**src/rtl/dds_pkg.sv**
```systemverilog
package dds_pkg;
   localparam int SMP_W = 16;
   localparam int PH_W  = 16;
   localparam int GAIN_FRAC = 14;

   typedef logic [3:0] src_code_t;
   localparam src_code_t SRC_TONES  = 4'd0;
   localparam src_code_t SRC_STREAM = 4'd2;
   localparam src_code_t SRC_RAMP   = 4'd11;

   typedef enum logic [2:0] {
      REG_TUNE_A = 3'd0,
      REG_TUNE_B = 3'd1,
      REG_GAIN_A = 3'd2,
      REG_GAIN_B = 3'd3,
      REG_SRC    = 3'd4
   } reg_sel_e;

   typedef struct packed {
      logic [PH_W-1:0] phase;
      logic [PH_W-1:0] freq;
   } tune_t;
endpackage

```
**src/rtl/dds_sine_rom.sv**
```systemverilog
module dds_sine_rom
   import dds_pkg::*;
#(
   parameter int LUT_AW = 8
) (
   input  logic [LUT_AW+1:0]      phase_q,
   output logic signed [SMP_W-1:0] sine
);
   localparam int    QDEPTH = 1 << LUT_AW;
   localparam longint HALF  = 4 * QDEPTH;

   // rational sine approximation evaluated at the midpoint of each step
   function automatic logic [14:0] entry(input int i);
      longint x, p, v;
      x = 2 * i + 1;
      p = x * (HALF - x);
      v = (32767 * 4 * p) / ((5 * HALF * HALF) / 4 - p);
      return v[14:0];
   endfunction

   logic [14:0] qtab [QDEPTH];
   for (genvar gi = 0; gi < QDEPTH; gi++) begin : g_tab
      assign qtab[gi] = entry(gi);
   end

   logic [LUT_AW-1:0] idx;
   logic [14:0]       mag;

   always_comb begin
      idx  = phase_q[LUT_AW] ? ~phase_q[LUT_AW-1:0] : phase_q[LUT_AW-1:0];
      mag  = qtab[idx];
      sine = phase_q[LUT_AW+1] ? -$signed({1'b0, mag}) : $signed({1'b0, mag});
   end
endmodule

```
**src/rtl/dds_tone.sv**
```systemverilog
module dds_tone
   import dds_pkg::*;
#(
   parameter int LUT_AW = 8
) (
   input  logic              clk,
   input  logic              rst_n,
   input  logic              run,
   input  logic              adv,
   input  logic              restart,
   input  tune_t             tune,
   input  logic [15:0]       gain,
   output logic signed [17:0] scaled
);
   localparam int QW = LUT_AW + 2;

   logic [PH_W-1:0]         acc_q;
   logic [PH_W-1:0]         paddr;
   logic signed [SMP_W-1:0] sine;
   logic signed [31:0]      prod;
   logic signed [17:0]      mag18;
   logic                    unused_bits;

   always_ff @(posedge clk or negedge rst_n) begin
      if (!rst_n)       acc_q <= '0;
      else if (!run)    acc_q <= '0;
      else if (restart) acc_q <= '0;
      else if (adv)     acc_q <= acc_q + tune.freq;
   end

   assign paddr = acc_q + tune.phase;

   dds_sine_rom #(.LUT_AW(LUT_AW)) rom_i (
      .phase_q (paddr[PH_W-1 -: QW]),
      .sine    (sine)
   );

   always_comb begin
      prod   = 32'(sine) * 32'({17'b0, gain[14:0]});
      mag18  = prod[31:GAIN_FRAC];
      scaled = gain[15] ? -mag18 : mag18;
   end

   assign unused_bits = ^{paddr, prod[GAIN_FRAC-1:0]};
endmodule

```
**src/rtl/dds_chan.sv**
```systemverilog
module dds_chan
   import dds_pkg::*;
#(
   parameter int LUT_AW = 8
) (
   input  logic             clk,
   input  logic             rst_n,
   input  logic             run,
   input  logic             smp_en,
   input  logic             sync,
   input  logic             wr_en,
   input  logic [2:0]       wr_reg,
   input  logic [31:0]      wr_data,
   input  logic             dds_absent,
   input  logic [SMP_W-1:0] ext_smp,
   output logic [SMP_W-1:0] smp_out,
   output src_code_t        src_sel
);
   localparam int NTONE = 2;

   tune_t       sh_tune  [NTONE];
   tune_t       act_tune [NTONE];
   logic [15:0] sh_gain  [NTONE];
   logic [15:0] act_gain [NTONE];
   src_code_t   src_q;

   logic signed [17:0]      tone_val [NTONE];
   logic signed [18:0]      mix_sum;
   logic signed [SMP_W-1:0] mix_sat;
   logic [SMP_W-1:0]        tone_mix;
   logic [SMP_W-1:0]        ramp_q;
   logic [SMP_W-1:0]        next_smp;

   always_ff @(posedge clk or negedge rst_n) begin
      if (!rst_n) begin
         for (int t = 0; t < NTONE; t++) begin
            sh_tune[t]  <= '0;
            act_tune[t] <= '0;
            sh_gain[t]  <= '0;
            act_gain[t] <= '0;
         end
         src_q <= SRC_TONES;
      end else begin
         if (wr_en) begin
            case (reg_sel_e'(wr_reg))
               REG_TUNE_A: sh_tune[0] <= wr_data;
               REG_TUNE_B: sh_tune[1] <= wr_data;
               REG_GAIN_A: sh_gain[0] <= wr_data[15:0];
               REG_GAIN_B: sh_gain[1] <= wr_data[15:0];
               REG_SRC:    src_q      <= wr_data[3:0];
               default: ;
            endcase
         end
         if (sync) begin
            act_tune <= sh_tune;
            act_gain <= sh_gain;
         end
      end
   end

   for (genvar t = 0; t < NTONE; t++) begin : g_tone
      dds_tone #(.LUT_AW(LUT_AW)) tone_i (
         .clk     (clk),
         .rst_n   (rst_n),
         .run     (run),
         .adv     (smp_en),
         .restart (sync),
         .tune    (act_tune[t]),
         .gain    (act_gain[t]),
         .scaled  (tone_val[t])
      );
   end

   always_comb begin
      mix_sum = $signed({tone_val[0][17], tone_val[0]})
              + $signed({tone_val[1][17], tone_val[1]});
      if (mix_sum > 19'sd32767)       mix_sat = 16'sh7FFF;
      else if (mix_sum < -19'sd32768) mix_sat = 16'sh8000;
      else                            mix_sat = mix_sum[15:0];
      tone_mix = dds_absent ? '0 : mix_sat;
   end

   always_ff @(posedge clk or negedge rst_n) begin
      if (!rst_n)      ramp_q <= '0;
      else if (!run)   ramp_q <= '0;
      else if (smp_en) ramp_q <= ramp_q + 1'b1;
   end

   always_comb begin
      case (src_q)
         SRC_TONES:  next_smp = tone_mix;
         SRC_STREAM: next_smp = ext_smp;
         SRC_RAMP:   next_smp = ramp_q;
         default:    next_smp = '0;
      endcase
   end

   always_ff @(posedge clk or negedge rst_n) begin
      if (!rst_n)      smp_out <= '0;
      else if (!run)   smp_out <= '0;
      else if (smp_en) smp_out <= next_smp;
   end

   assign src_sel = src_q;
endmodule

```
**src/rtl/dds_chan_gen.sv**
```systemverilog
module dds_chan_gen
   import dds_pkg::*;
#(
   parameter int NUM_CH = 2,
   parameter int LUT_AW = 8,
   localparam int CH_W  = (NUM_CH > 1) ? $clog2(NUM_CH) : 1
) (
   input  logic                    clk,
   input  logic                    rst_n,
   input  logic                    core_run,
   input  logic                    dds_absent,
   input  logic                    cfg_we,
   input  logic [CH_W-1:0]         cfg_ch,
   input  logic [2:0]              cfg_reg,
   input  logic [31:0]             cfg_wdata,
   input  logic                    sync_strobe,
   input  logic                    smp_en,
   input  logic [NUM_CH*SMP_W-1:0] ext_smp,
   output logic [NUM_CH*SMP_W-1:0] smp_out,
   output logic                    smp_valid
);
   if (NUM_CH < 1) begin : g_bad_num_ch
      $error("dds_chan_gen: NUM_CH must be at least 1");
   end
   if (LUT_AW < 2 || LUT_AW > PH_W - 2) begin : g_bad_lut_aw
      $error("dds_chan_gen: LUT_AW must lie in 2..14");
   end

   logic [NUM_CH*4-1:0] src_sel_all;

   for (genvar c = 0; c < NUM_CH; c++) begin : g_ch
      dds_chan #(.LUT_AW(LUT_AW)) chan_i (
         .clk        (clk),
         .rst_n      (rst_n),
         .run        (core_run),
         .smp_en     (smp_en),
         .sync       (sync_strobe),
         .wr_en      (cfg_we && (cfg_ch == CH_W'(c))),
         .wr_reg     (cfg_reg),
         .wr_data    (cfg_wdata),
         .dds_absent (dds_absent),
         .ext_smp    (ext_smp[c*SMP_W +: SMP_W]),
         .smp_out    (smp_out[c*SMP_W +: SMP_W]),
         .src_sel    (src_sel_all[c*4 +: 4])
      );
   end

   always_ff @(posedge clk or negedge rst_n) begin
      if (!rst_n)        smp_valid <= 1'b0;
      else if (!core_run) smp_valid <= 1'b0;
      else               smp_valid <= smp_en;
   end
endmodule

```
**config.mk**
```make
export PLATFORM = sky130hd
export DESIGN_NAME = dds_chan_gen
export DESIGN_NICKNAME = d
export VERILOG_FILES = /design/src/rtl/dds_pkg.sv /design/src/rtl/dds_sine_rom.sv /design/src/rtl/dds_tone.sv /design/src/rtl/dds_chan.sv /design/src/rtl/dds_chan_gen.sv
export SDC_FILE = /design/constraint.sdc
export NUM_CORES = 2
export LEC_CHECK = 0
export BUFFER_PORTS_ARGS = -buffer_cell sky130_fd_sc_hd__buf_2
export CAP_MARGIN = 20
export CORE_AREA = 2 2 473 475
export CTS_CLUSTER_SIZE = 30
export DETAILED_ROUTE_END_ITERATION = 7
export DIE_AREA = 0 0 475 477
export GPL_TIMING_DRIVEN = 0
export PLACE_DENSITY_LB_ADDON = 0.1
export SYNTH_ARGS = -nofsm -noshare
export SYNTH_HDL_FRONTEND = slang
export SYNTH_SLANG_ARGS = --single-unit
```
**constraint.sdc**
```tcl
create_clock -name clk -period 24.1 [get_ports clk]
set_input_delay 1.205 -clock clk [delete_from_list [all_inputs] [get_ports clk]]
set_output_delay 1.205 -clock clk [all_outputs]
set_load 0.02 [all_outputs]
```
==> results.toml <==
[logic_synthesis]
synthArstFlopShare = 1.000
ys_ff_latch = 521
yosysTopAreaCellShare = 0.2238
synthesis.nets = 11890
synth_top_area_cell = "fa_1"
syn_inst = 10279
ys_seq_area_frac = 0.1478
synth_cell_types = 123
syn_area_um2 = 88180
synthFlopType = "dfrtp_1"
ys_warn_count = 0
syn_avg_cell_area_um2 = 8.579
synth_area_leaders = "fa_1, dfrtp_1, ha_1"
synth_edf_count = 0

[sta]
slew_viol_final = 8
slew-limit-headroom = -0.03711
clock.fmax_ghz = 0.04593
period_needed_ns = 21.77
rsz0062_at_grt = "no"
fin_skew_ns = 0.05283
worst_slew_pin_slew_ns = 1.556
tns_ns = 0
hold_slack_ns = 0.3881
setup_viol = 0
period_share = 0.9034
setup_ws_ns = 2.329
finalHoldViolations = 0

[worst_setup_path]
critPathKind = "reg2reg"
crit_slowest_cell = "clkinv_1"
path_depth = 67
reg2reg_slack_ns = 2.33
r2r_end = "g_ch[1].chan_i.smp_out[14]"
cp_max_fo = 14
critPathArrivalTime_ns = 22.39
critical_path.most_common_cell = "a21oi_1"
crit_buf_inv = 12
slowest_delay_ns = 0.86
startpoint_type = "flop"
critPathTopFamily = "compound AO/OA/AOI/OAI gates"
reg2reg_from = "g_ch[1].chan_i.g_tone[0].tone_i.acc_q[11]"
cp-end-kind = "flop"
required_ns = 24.72
ff2ff_path_depth = 67

[drt]
drcViolationCount = 0
ant_nets = 0
wirelength_mm = 408.3
via_count = 85017
drt-initial-drc-count = 9764
vias_per_cell = 6.274
first_pass_iters = 6
wl_per_cell_um = 30.14

[clock_network]
ctsHoldBuffers = 0
post_cts_buffers = 0
cts_made_buffers = 66
tritoncts = "built"
cts-resized-gates = 0
clock_path_buffers = 3
clk_latency_ns = 0.72
cts.sinks = 521
cts_root_buf = "clkbuf_16"
path_clk_slew_ns = 0.06
htreeDepth = 3

[placed_design]
dp_slack_ns = 3.022
io_buffers = 103
gp_congestion = 1.033
dp_hpwl_mm = 323.4

[grt]
grt_pass1_wl_mm = 596.5
overflow = 0
grt_util_all_layers = 0.3546
antenna_found_initial = 29
grt_pass1_vias = 85976
grt_max_degree = 120

[finish]
final_common_cell = "inv_1"
multi_input_area_um2 = 68300
nets = 12118
fillers = 22463
layout-drive-gt1-share = 0.08714
ff_latch_area_um2 = 13040
syn2layout_area_growth_pct = 8.358
final_cell_mix = "inv_1, fa_1, nand2_1"

[die]
die_width_um = 475
initial_core_util = 0.3982
fp.dieH_um = 477
core_um2 = 221400
ioPinCount = 108
die_area_um2 = 226600
rows = 173

[worst_hold_path]
hp-class = "in2async"

[job]
drv_cap = 0

[status]
failed_checks = "max-slew violations"
status = "finished, violations left"
[worst register-to-register path, delay by kind of cell, from the launching register on]
kind	cells	cell delay, ns
DFF	1	0.41
buffers and inverters	12	5.33
xor gates and xnor gates	3	0.77
AOI/OAI and AO/OA	28	6.67
and+or+nand+nor	12	3.08
adders and majority gates	12	5.43
[layout make-up]
type,instances,area share
inverters,1144,0.04494
diodes,17,0.0004452
repair buffers,160,0.01203
flip-flops and latches,521,0.1364
multi-input cells,7961,0.7148
well taps,2975,0.03896
clock buffers,87,0.01937
clock inverters,32,0.005591
plain buffers,653,0.02745
[state kept, by name, summed over array words and instances, names as in the netlist, 8 cells and up]
name and flops:
g_ch.chan_i.sh_tune 128, g_ch.chan_i.ramp_q 32, g_ch.chan_i.smp_out 32, g_ch.chan_i.sh_gain 64
g_ch.chan_i.g_tone.tone_i.acc_q 64, g_ch.chan_i.src_sel 8, g_ch.chan_i.act_tune 128, g_ch.chan_i.act_gain 64
[metal layers]
metal / track usage / up-vias / wire length (µm)
met5: 0 / - / 80
met4: 0.1932 / 10 / 26120
met3: 0.06367 / 1136 / 34400
met2: 0.5437 / 4513 / 178400
met1: 0.4727 / 43011 / 169300
li1: - / 36347 / -
[kinds of logic after synthesis]
| group | Yosys count | synth area share |
|---|---|---|
| compound gates | 2663 | 0.2096 |
| xor+xnor | 397 | 0.04112 |
| buf+inv | 1797 | 0.07838 |
| mux | 466 | 0.05949 |
| simple gates | 2899 | 0.1617 |
| fa+ha+maj | 1536 | 0.3019 |
| flops | 521 | 0.1478 |
[cell usage after synthesis, drive strengths merged, types with 189 or more instances]
master and number:
ha 550, nand3 189, mux2 402, inv 1141, a21oi 591, nand2 922, dfrtp 521, and2 545
nor2 542, fa 986, o21ai 469, clkbuf 486, xnor2 306, nor3 198
[worst max path at each step]
stage | to | slack (ns) | from
floorplan | g_ch[1].chan_i.smp_out[10] | 8.42 | g_ch[1].chan_i.g_tone[0].tone_i.acc_q[6]
global placement | g_ch[1].chan_i.smp_out[14] | 2.58 | g_ch[1].chan_i.g_tone[0].tone_i.acc_q[11]
detailed placement | g_ch[1].chan_i.smp_out[14] | 3.02 | g_ch[1].chan_i.g_tone[0].tone_i.acc_q[11]
CTS | g_ch[1].chan_i.smp_out[14] | 2.97 | g_ch[1].chan_i.g_tone[0].tone_i.acc_q[11]
global route | g_ch[1].chan_i.smp_out[14] | 1.52 | g_ch[1].chan_i.g_tone[0].tone_i.acc_q[11]
finish | g_ch[1].chan_i.smp_out[14] | 2.33 | g_ch[1].chan_i.g_tone[0].tone_i.acc_q[11]
[through the flow]
| step | instance area, µm² | util | cells |
|---|---|---|---|
| CTS | 95460 | 0.4311 | 13527 |
| finish | 95550 | 0.4315 | 13550 |
| global route | 95530 | 0.4314 | 13540 |
| floorplan | 88180 | - | 10279 |
| detailed placement | 93080 | 0.4203 | 13408 |
| global placement | 92420 | 0.4174 | 13357 |
Power is left out: the tool's default activity adds up to more than one toggle a clock period on the data nets, which glitch-free logic cannot reach.
